### src/rtl/exc_capture_pkg.sv
package exc_capture_pkg;
  localparam int CAUSE_W  = 32;
  localparam int CODE_W   = 5;
  localparam int COP_W    = 2;
  localparam int EXT_W    = 5;
  localparam int HWIP_W   = EXT_W + 1;
  localparam int SWIP_W   = 2;

  localparam int BD_POS   = 31;
  localparam int COP_LSB  = 28;
  localparam int HWIP_LSB = 10;
  localparam int SWIP_LSB = 8;
  localparam int CODE_LSB = 2;

  typedef enum logic [1:0] {
    SEL_CAUSE   = 2'd0,
    SEL_EPC     = 2'd1,
    SEL_ERR_EPC = 2'd2,
    SEL_NONE    = 2'd3
  } wr_sel_e;

  typedef struct packed {
    logic              bd;
    logic [COP_W-1:0]  cop;
    logic [HWIP_W-1:0] hw_ip;
    logic [SWIP_W-1:0] sw_ip;
    logic [CODE_W-1:0] code;
  } cause_t;

  function automatic logic [CAUSE_W-1:0] pack_cause(input cause_t c);
    logic [CAUSE_W-1:0] w;
    w = '0;
    w[BD_POS]                     = c.bd;
    w[COP_LSB +: COP_W]           = c.cop;
    w[HWIP_LSB +: HWIP_W]         = c.hw_ip;
    w[SWIP_LSB +: SWIP_W]         = c.sw_ip;
    w[CODE_LSB +: CODE_W]         = c.code;
    return w;
  endfunction
endpackage

### src/rtl/exc_cause_reg.sv
module exc_cause_reg
  import exc_capture_pkg::*;
(
  input  logic                clk,
  input  logic                rst_n,
  input  logic                cap_en,
  input  logic [CODE_W-1:0]   cap_code,
  input  logic                cap_in_delay,
  input  logic [COP_W-1:0]    cap_cop,
  input  logic [HWIP_W-1:0]   hw_pend,
  input  logic                sw_en,
  input  logic [SWIP_W-1:0]   sw_bits,
  output logic [CAUSE_W-1:0]  cause_o
);
  cause_t cur_q, cur_d;
  logic   reg_en;

  always_comb begin
    cur_d       = cur_q;
    cur_d.hw_ip = hw_pend;
    if (sw_en) begin
      cur_d.sw_ip = sw_bits;
    end
    if (cap_en) begin
      cur_d.bd   = cap_in_delay;
      cur_d.cop  = cap_cop;
      cur_d.code = cap_code;
    end
  end

  // hardware pending bits sample every cycle, so the enable is always on
  assign reg_en = 1'b1;

  always_ff @(posedge clk or negedge rst_n) begin
    if (!rst_n) begin
      cur_q <= '0;
    end else if (reg_en) begin
      cur_q <= cur_d;
    end
  end

  assign cause_o = pack_cause(cur_q);
endmodule

### src/rtl/exc_ret_addr.sv
module exc_ret_addr #(
  parameter int XLEN       = 32,
  parameter int INSN_BYTES = 4,
  parameter bit HAS_DELAY  = 1'b1
) (
  input  logic            clk,
  input  logic            rst_n,
  input  logic            cap_en,
  input  logic [XLEN-1:0] cap_pc,
  input  logic            cap_in_delay,
  input  logic            wr_en,
  input  logic [XLEN-1:0] wr_data,
  output logic [XLEN-1:0] addr_o
);
  localparam logic [XLEN-1:0] STEP = XLEN'(INSN_BYTES);

  logic [XLEN-1:0] target;
  logic [XLEN-1:0] addr_q, addr_d;
  logic            addr_en;

  generate
    if (HAS_DELAY) begin : g_adjust
      assign target = cap_in_delay ? (cap_pc - STEP) : cap_pc;
    end else begin : g_plain
      logic unused_delay;
      assign unused_delay = cap_in_delay;
      assign target       = cap_pc;
    end
  endgenerate

  always_comb begin
    addr_en = cap_en | wr_en;
    addr_d  = addr_q;
    if (wr_en)  addr_d = wr_data;
    if (cap_en) addr_d = target;  // hardware capture has priority
  end

  always_ff @(posedge clk or negedge rst_n) begin
    if (!rst_n) begin
      addr_q <= '0;
    end else if (addr_en) begin
      addr_q <= addr_d;
    end
  end

  assign addr_o = addr_q;
endmodule

### src/rtl/exc_capture_top.sv
module exc_capture_top
  import exc_capture_pkg::*;
#(
  parameter int XLEN       = 32,
  parameter int INSN_BYTES = 4
) (
  input  logic                clk,
  input  logic                rst_n,
  input  logic                exc_take,
  input  logic [CODE_W-1:0]   exc_code,
  input  logic [XLEN-1:0]     exc_pc,
  input  logic                exc_in_delay,
  input  logic [COP_W-1:0]    exc_cop_num,
  input  logic                err_take,
  input  logic [XLEN-1:0]     err_pc,
  input  logic [EXT_W-1:0]    ext_irq,
  input  logic                timer_irq,
  input  logic                wr_en,
  input  logic [1:0]          wr_sel,
  input  logic [XLEN-1:0]     wr_data,
  output logic [CAUSE_W-1:0]  cause_q,
  output logic [XLEN-1:0]     epc_q,
  output logic [XLEN-1:0]     errorepc_q
);
  wr_sel_e sel;
  logic    wr_cause, wr_epc, wr_err;

  assign sel      = wr_sel_e'(wr_sel);
  assign wr_cause = wr_en && (sel == SEL_CAUSE);
  assign wr_epc   = wr_en && (sel == SEL_EPC);
  assign wr_err   = wr_en && (sel == SEL_ERR_EPC);

  exc_cause_reg u_cause (
    .clk          (clk),
    .rst_n        (rst_n),
    .cap_en       (exc_take),
    .cap_code     (exc_code),
    .cap_in_delay (exc_in_delay),
    .cap_cop      (exc_cop_num),
    .hw_pend      ({timer_irq, ext_irq}),
    .sw_en        (wr_cause),
    .sw_bits      (wr_data[SWIP_W-1:0]),
    .cause_o      (cause_q)
  );

  exc_ret_addr #(.XLEN(XLEN), .INSN_BYTES(INSN_BYTES), .HAS_DELAY(1'b1)) u_epc (
    .clk          (clk),
    .rst_n        (rst_n),
    .cap_en       (exc_take),
    .cap_pc       (exc_pc),
    .cap_in_delay (exc_in_delay),
    .wr_en        (wr_epc),
    .wr_data      (wr_data),
    .addr_o       (epc_q)
  );

  exc_ret_addr #(.XLEN(XLEN), .INSN_BYTES(INSN_BYTES), .HAS_DELAY(1'b0)) u_err_epc (
    .clk          (clk),
    .rst_n        (rst_n),
    .cap_en       (err_take),
    .cap_pc       (err_pc),
    .cap_in_delay (1'b0),
    .wr_en        (wr_err),
    .wr_data      (wr_data),
    .addr_o       (errorepc_q)
  );
endmodule

### config.mk
export PLATFORM = sky130hd
export DESIGN_NAME = exc_capture_top
export DESIGN_NICKNAME = d
export VERILOG_FILES = /design/src/rtl/exc_capture_pkg.sv /design/src/rtl/exc_cause_reg.sv /design/src/rtl/exc_ret_addr.sv /design/src/rtl/exc_capture_top.sv
export SDC_FILE = /design/constraint.sdc
export NUM_CORES = 1
export LEC_CHECK = 0
export BUFFER_PORTS_ARGS = -buffer_cell sky130_fd_sc_hd__buf_2
export CAP_MARGIN = 20
export CORE_ASPECT_RATIO = 1.75
export CORE_MARGIN = 1
export CORE_UTILIZATION = 45
export DETAILED_ROUTE_END_ITERATION = 8
export PLACE_DENSITY_LB_ADDON = 0.1
export SLEW_MARGIN = 20
export SYNTH_ARGS = -nofsm -noshare
export SYNTH_HDL_FRONTEND = slang
export SYNTH_SLANG_ARGS = --single-unit
export TNS_END_PERCENT = 10
### constraint.sdc
create_clock -name clk -period 1.5 [get_ports clk]
set_clock_uncertainty 0.05 [all_clocks]
set_input_delay 0.15 -clock clk [delete_from_list [all_inputs] [get_ports clk]]
set_output_delay 0.15 -clock clk [all_outputs]
set_load 0.05 [all_outputs]
==> results.json <==
{
  "status": "finished clean",
  "std_cell_rows": 45,
  "met1_length_microns": 4920,
  "root_buffer": "sky130_fd_sc_hd__clkbuf_16",
  "leakage_nw": 3.09,
  "post_cts_buffers": 0,
  "via_count_of_the_first_global_routing_pass": 4074,
  "cts_tree": "yes",
  "maxSlewViolCount": 0,
  "total_congestion_overflow_after_global_routing": 0,
  "fillers": 696,
  "num_io_pins": 213,
  "critical_path_end_type": "flop",
  "cp_data_required_time_ps": 1700,
  "rsz_0062_raised_after_global_routing": "yes",
  "wl_met3_microns": 843,
  "synth_most_common_cell": "sky130_fd_sc_hd__dfrtp_1",
  "synth.yosys.seq_area_share_pct": 48.4,
  "routed.top_layer": "met4",
  "post-synth-top-area-fraction_pct": 48.4,
  "cell_area_power_density_nw_per_um2": 1070,
  "dieHeight_microns": 129,
  "cts_inserted_buffers": 9,
  "yosys_warnings": 0,
  "critPathKind": "in2reg",
  "postSynth.asyncResetShare_pct": 100,
  "synth.distinct_cells": 39,
  "dp.cells": 742,
  "cts.sink_count": 80,
  "hp-class": "in2reg",
  "die-width_microns": 74.5,
  "fin_util_pct": 72.1,
  "detailed_route_drc_error_count": 0,
  "syn_avg_cell_area_sq_um": 10.5,
  "via_per_instance_ratio": 5.31,
  "drive_above_1_share_pct": 47.1,
  "antenna_cells": 0,
  "timing.critical_path.max_delay_family": "simple AND/OR/NAND/NOR gates",
  "final_hold_slack_ps": 3.68,
  "vias": 4213,
  "finish.net_count": 790,
  "period_needed_ps": 1420,
  "clk-insertion-delay-late_ps": 330,
  "cts_htree_levels": 3,
  "gpl_congestion": 0.843,
  "clock_path_buffers": 2,
  "cpMaxStageDelayCell": "sky130_fd_sc_hd__or4_1",
  "initial_utilization_pct": 47.1,
  "maximum_number_of_pins_on_one_net_before_global_route_repair": 65,
  "timing.max_slew.rel_slack_pct": 49.6,
  "cp_data_arrival_time_ps": 1630,
  "overall_fraction_of_global_route_tracks_in_use_pct": 26.8,
  "clock.fmax_ghz": 0.703,
  "finalSetupViolations": 0,
  "cap_viol_max_count": 0,
  "clkTransAtPathRegs_ps": 60,
  "wl_per_cell_microns": 16.0,
  "synth.largest_area_cell": "sky130_fd_sc_hd__dfrtp_1",
  "design.die.area_sq_um": 9590,
  "syn_inst": 393,
  "path_max_fanout": 14,
  "worst_ir_drop_vdd_v": 0.000631,
  "critical_path_cell_by_cell": "buf_2 > nor4b_4 > buf_4 > nand2_1 > buf_6 > or4_1 > a31oi_1",
  "core_area_sq_um": 8780,
  "synth_edf_count": 0,
  "syn_area_sq_um": 4140,
  "grt_pass1_wl_microns": 19400,
  "report.final.hold_viol_count": 0,
  "portion_of_the_clock_cycle_consumed_by_the_worst_path_in_the_final_layout_pct": 94.8,
  "yosys_most_used_dff": "sky130_fd_sc_hd__dfrtp_1",
  "antenna_found_initial": 0,
  "routed-wl-met2_microns": 6460,
  "synth_common_cells": "sky130_fd_sc_hd__dfrtp_1, sky130_fd_sc_hd__inv_1, sky130_fd_sc_hd__mux2_2",
  "detail-route-antenna-nets": 0,
  "areaGrowthSynthToFinish_pct": 53.1,
  "setup.worst_path.start_class": "primary input",
  "io_buffers": 196,
  "slowest_delay_ps": 500,
  "worstPathBufferInverterCount": 3,
  "first_iter_violations": 361,
  "dp_hpwl_microns": 9400,
  "worst_slew_pin_slew_ps": 754,
  "synth_top_cells_by_area": "sky130_fd_sc_hd__dfrtp_1, sky130_fd_sc_hd__mux2_2, sky130_fd_sc_hd__a222oi_1, sky130_fd_sc_hd__inv_1, sky130_fd_sc_hd__nor2_1",
  "drt_pass1_iterations": 6,
  "postRouteWirelength_microns": 12700,
  "postSynthRegisterBits": 80,
  "instances_no_fill": 794
}
metal layers:
layer | vias to the layer above | GRT usage (%)
met5 | - | 0
met4 | 0 | 14.7
met3 | 37 | 6.26
met2 | 212 | 44.7
met1 | 1960 | 31.1
li1 | 2004 | -
cells in the final DEF, fill, tap and decap left out, types with 8 or more instances in the layout:
master,n
sky130_fd_sc_hd__dlygate4sd3_1,36
sky130_fd_sc_hd__mux2_2,36
sky130_fd_sc_hd__o21ai_0,8
sky130_fd_sc_hd__a31oi_1,19
sky130_fd_sc_hd__buf_2,195
sky130_fd_sc_hd__clkbuf_16,9
sky130_fd_sc_hd__inv_1,38
sky130_fd_sc_hd__a222oi_1,32
sky130_fd_sc_hd__buf_4,56
sky130_fd_sc_hd__o31ai_1,14
sky130_fd_sc_hd__dfrtp_1,80
sky130_fd_sc_hd__xor2_1,8
sky130_fd_sc_hd__conb_1,16
sky130_fd_sc_hd__a21oi_1,9
sky130_fd_sc_hd__nor2_1,34
sky130_fd_sc_hd__nand2_1,11
sky130_fd_sc_hd__or4_1,15
worst paths after layout:
path                       depth (start not counted)                            start                         endpoint  slack [ps]
setup / recovery                                   7                        exc_pc[6]     u_epc.addr_o[31]$_DFFE_PN0P_          80
hold / removal                                     3                        err_pc[2]  u_err_epc.addr_o[2]$_DFFE_PN0P_           4
setup reg to reg                                   3     u_epc.addr_o[28]$_DFFE_PN0P_     u_epc.addr_o[28]$_DFFE_PN0P_         490
hold reg to reg                                    2  u_err_epc.addr_o[8]$_DFFE_PN0P_  u_err_epc.addr_o[8]$_DFFE_PN0P_         450
max in group asynchronous                          3                            rst_n     u_epc.addr_o[26]$_DFFE_PN0P_         620
min in group asynchronous                          2                            rst_n    u_cause.cause_o[13]$_DFF_PN0_         210
report_power, final:
| part | switching (mW) | internal [mW] | leakage (nW) |
|---|---|---|---|
| Clock | 0.893 | 1.34 | 0.145 |
| Sequential | 0.111 | 2.37 | 0.936 |
| Combinational | 1.39 | 0.641 | 2.01 |
| Total | 2.39 | 4.35 | 3.09 |
cell families (layout without fill, tap and decap cells):
group           count (synthesis)  after routing  synth area share [%]
simple gates                   97             97                  13.8
compound gates                 85             85                  15.8
flops                          80             80                  48.4
buf+inv                        79            348                  8.68
mux                            40             40                  10.8
xor+xnor                       10             10                  2.12
fa+ha+maj                       1              1                 0.303
other cells                     1             16                0.0907
repair_timing:
action	4_1_cts	5_1_grt
resized for setup	0	3
endpoints found under the hold margin	54	1
endpoints found under the setup margin	0	6
hold buffers	35	1
tightest hold or removal path: stages:
cell and delay (ps):
sky130_fd_sc_hd__buf_2 70, sky130_fd_sc_hd__a222oi_1 80, sky130_fd_sc_hd__inv_1 60
flip-flops by register name, summed over array words and instances, names as in the netlist:
| name | count |
|---|---|
| u_cause.cause_o | 16 |
| u_epc.addr_o | 32 |
| u_err_epc.addr_o | 32 |
cell type report:
type / instances / area, sq um / share of cell area, %
sequential: 80 / 2000 / 31.6
timing repair buffer: 294 / 1870 / 29.6
multi-input combinational: 249 / 1860 / 29.4
clock buffer: 10 / 239 / 3.78
tap: 117 / 146 / 2.31
inverter: 38 / 143 / 2.25
clock inverter: 6 / 67.6 / 1.07
stage by stage:
step / power, mW / setup TNS [ps] / instance area (sq um) / worst slack [ps]
final: 6.75 / 0 / 6330 / 77.7
after global routing: 7.02 / -8.74 / 6330 / -4.49
after CTS: 6.79 / 0 / 6310 / 48.9
after detailed placement: 4.48 / -4780 / 5650 / -304
after global placement: 4.44 / -13590 / 5650 / -316
after floorplan: 3.82 / -1050 / 4220 / -95.3
Note: power is estimated with default switching activity, not from simulation.
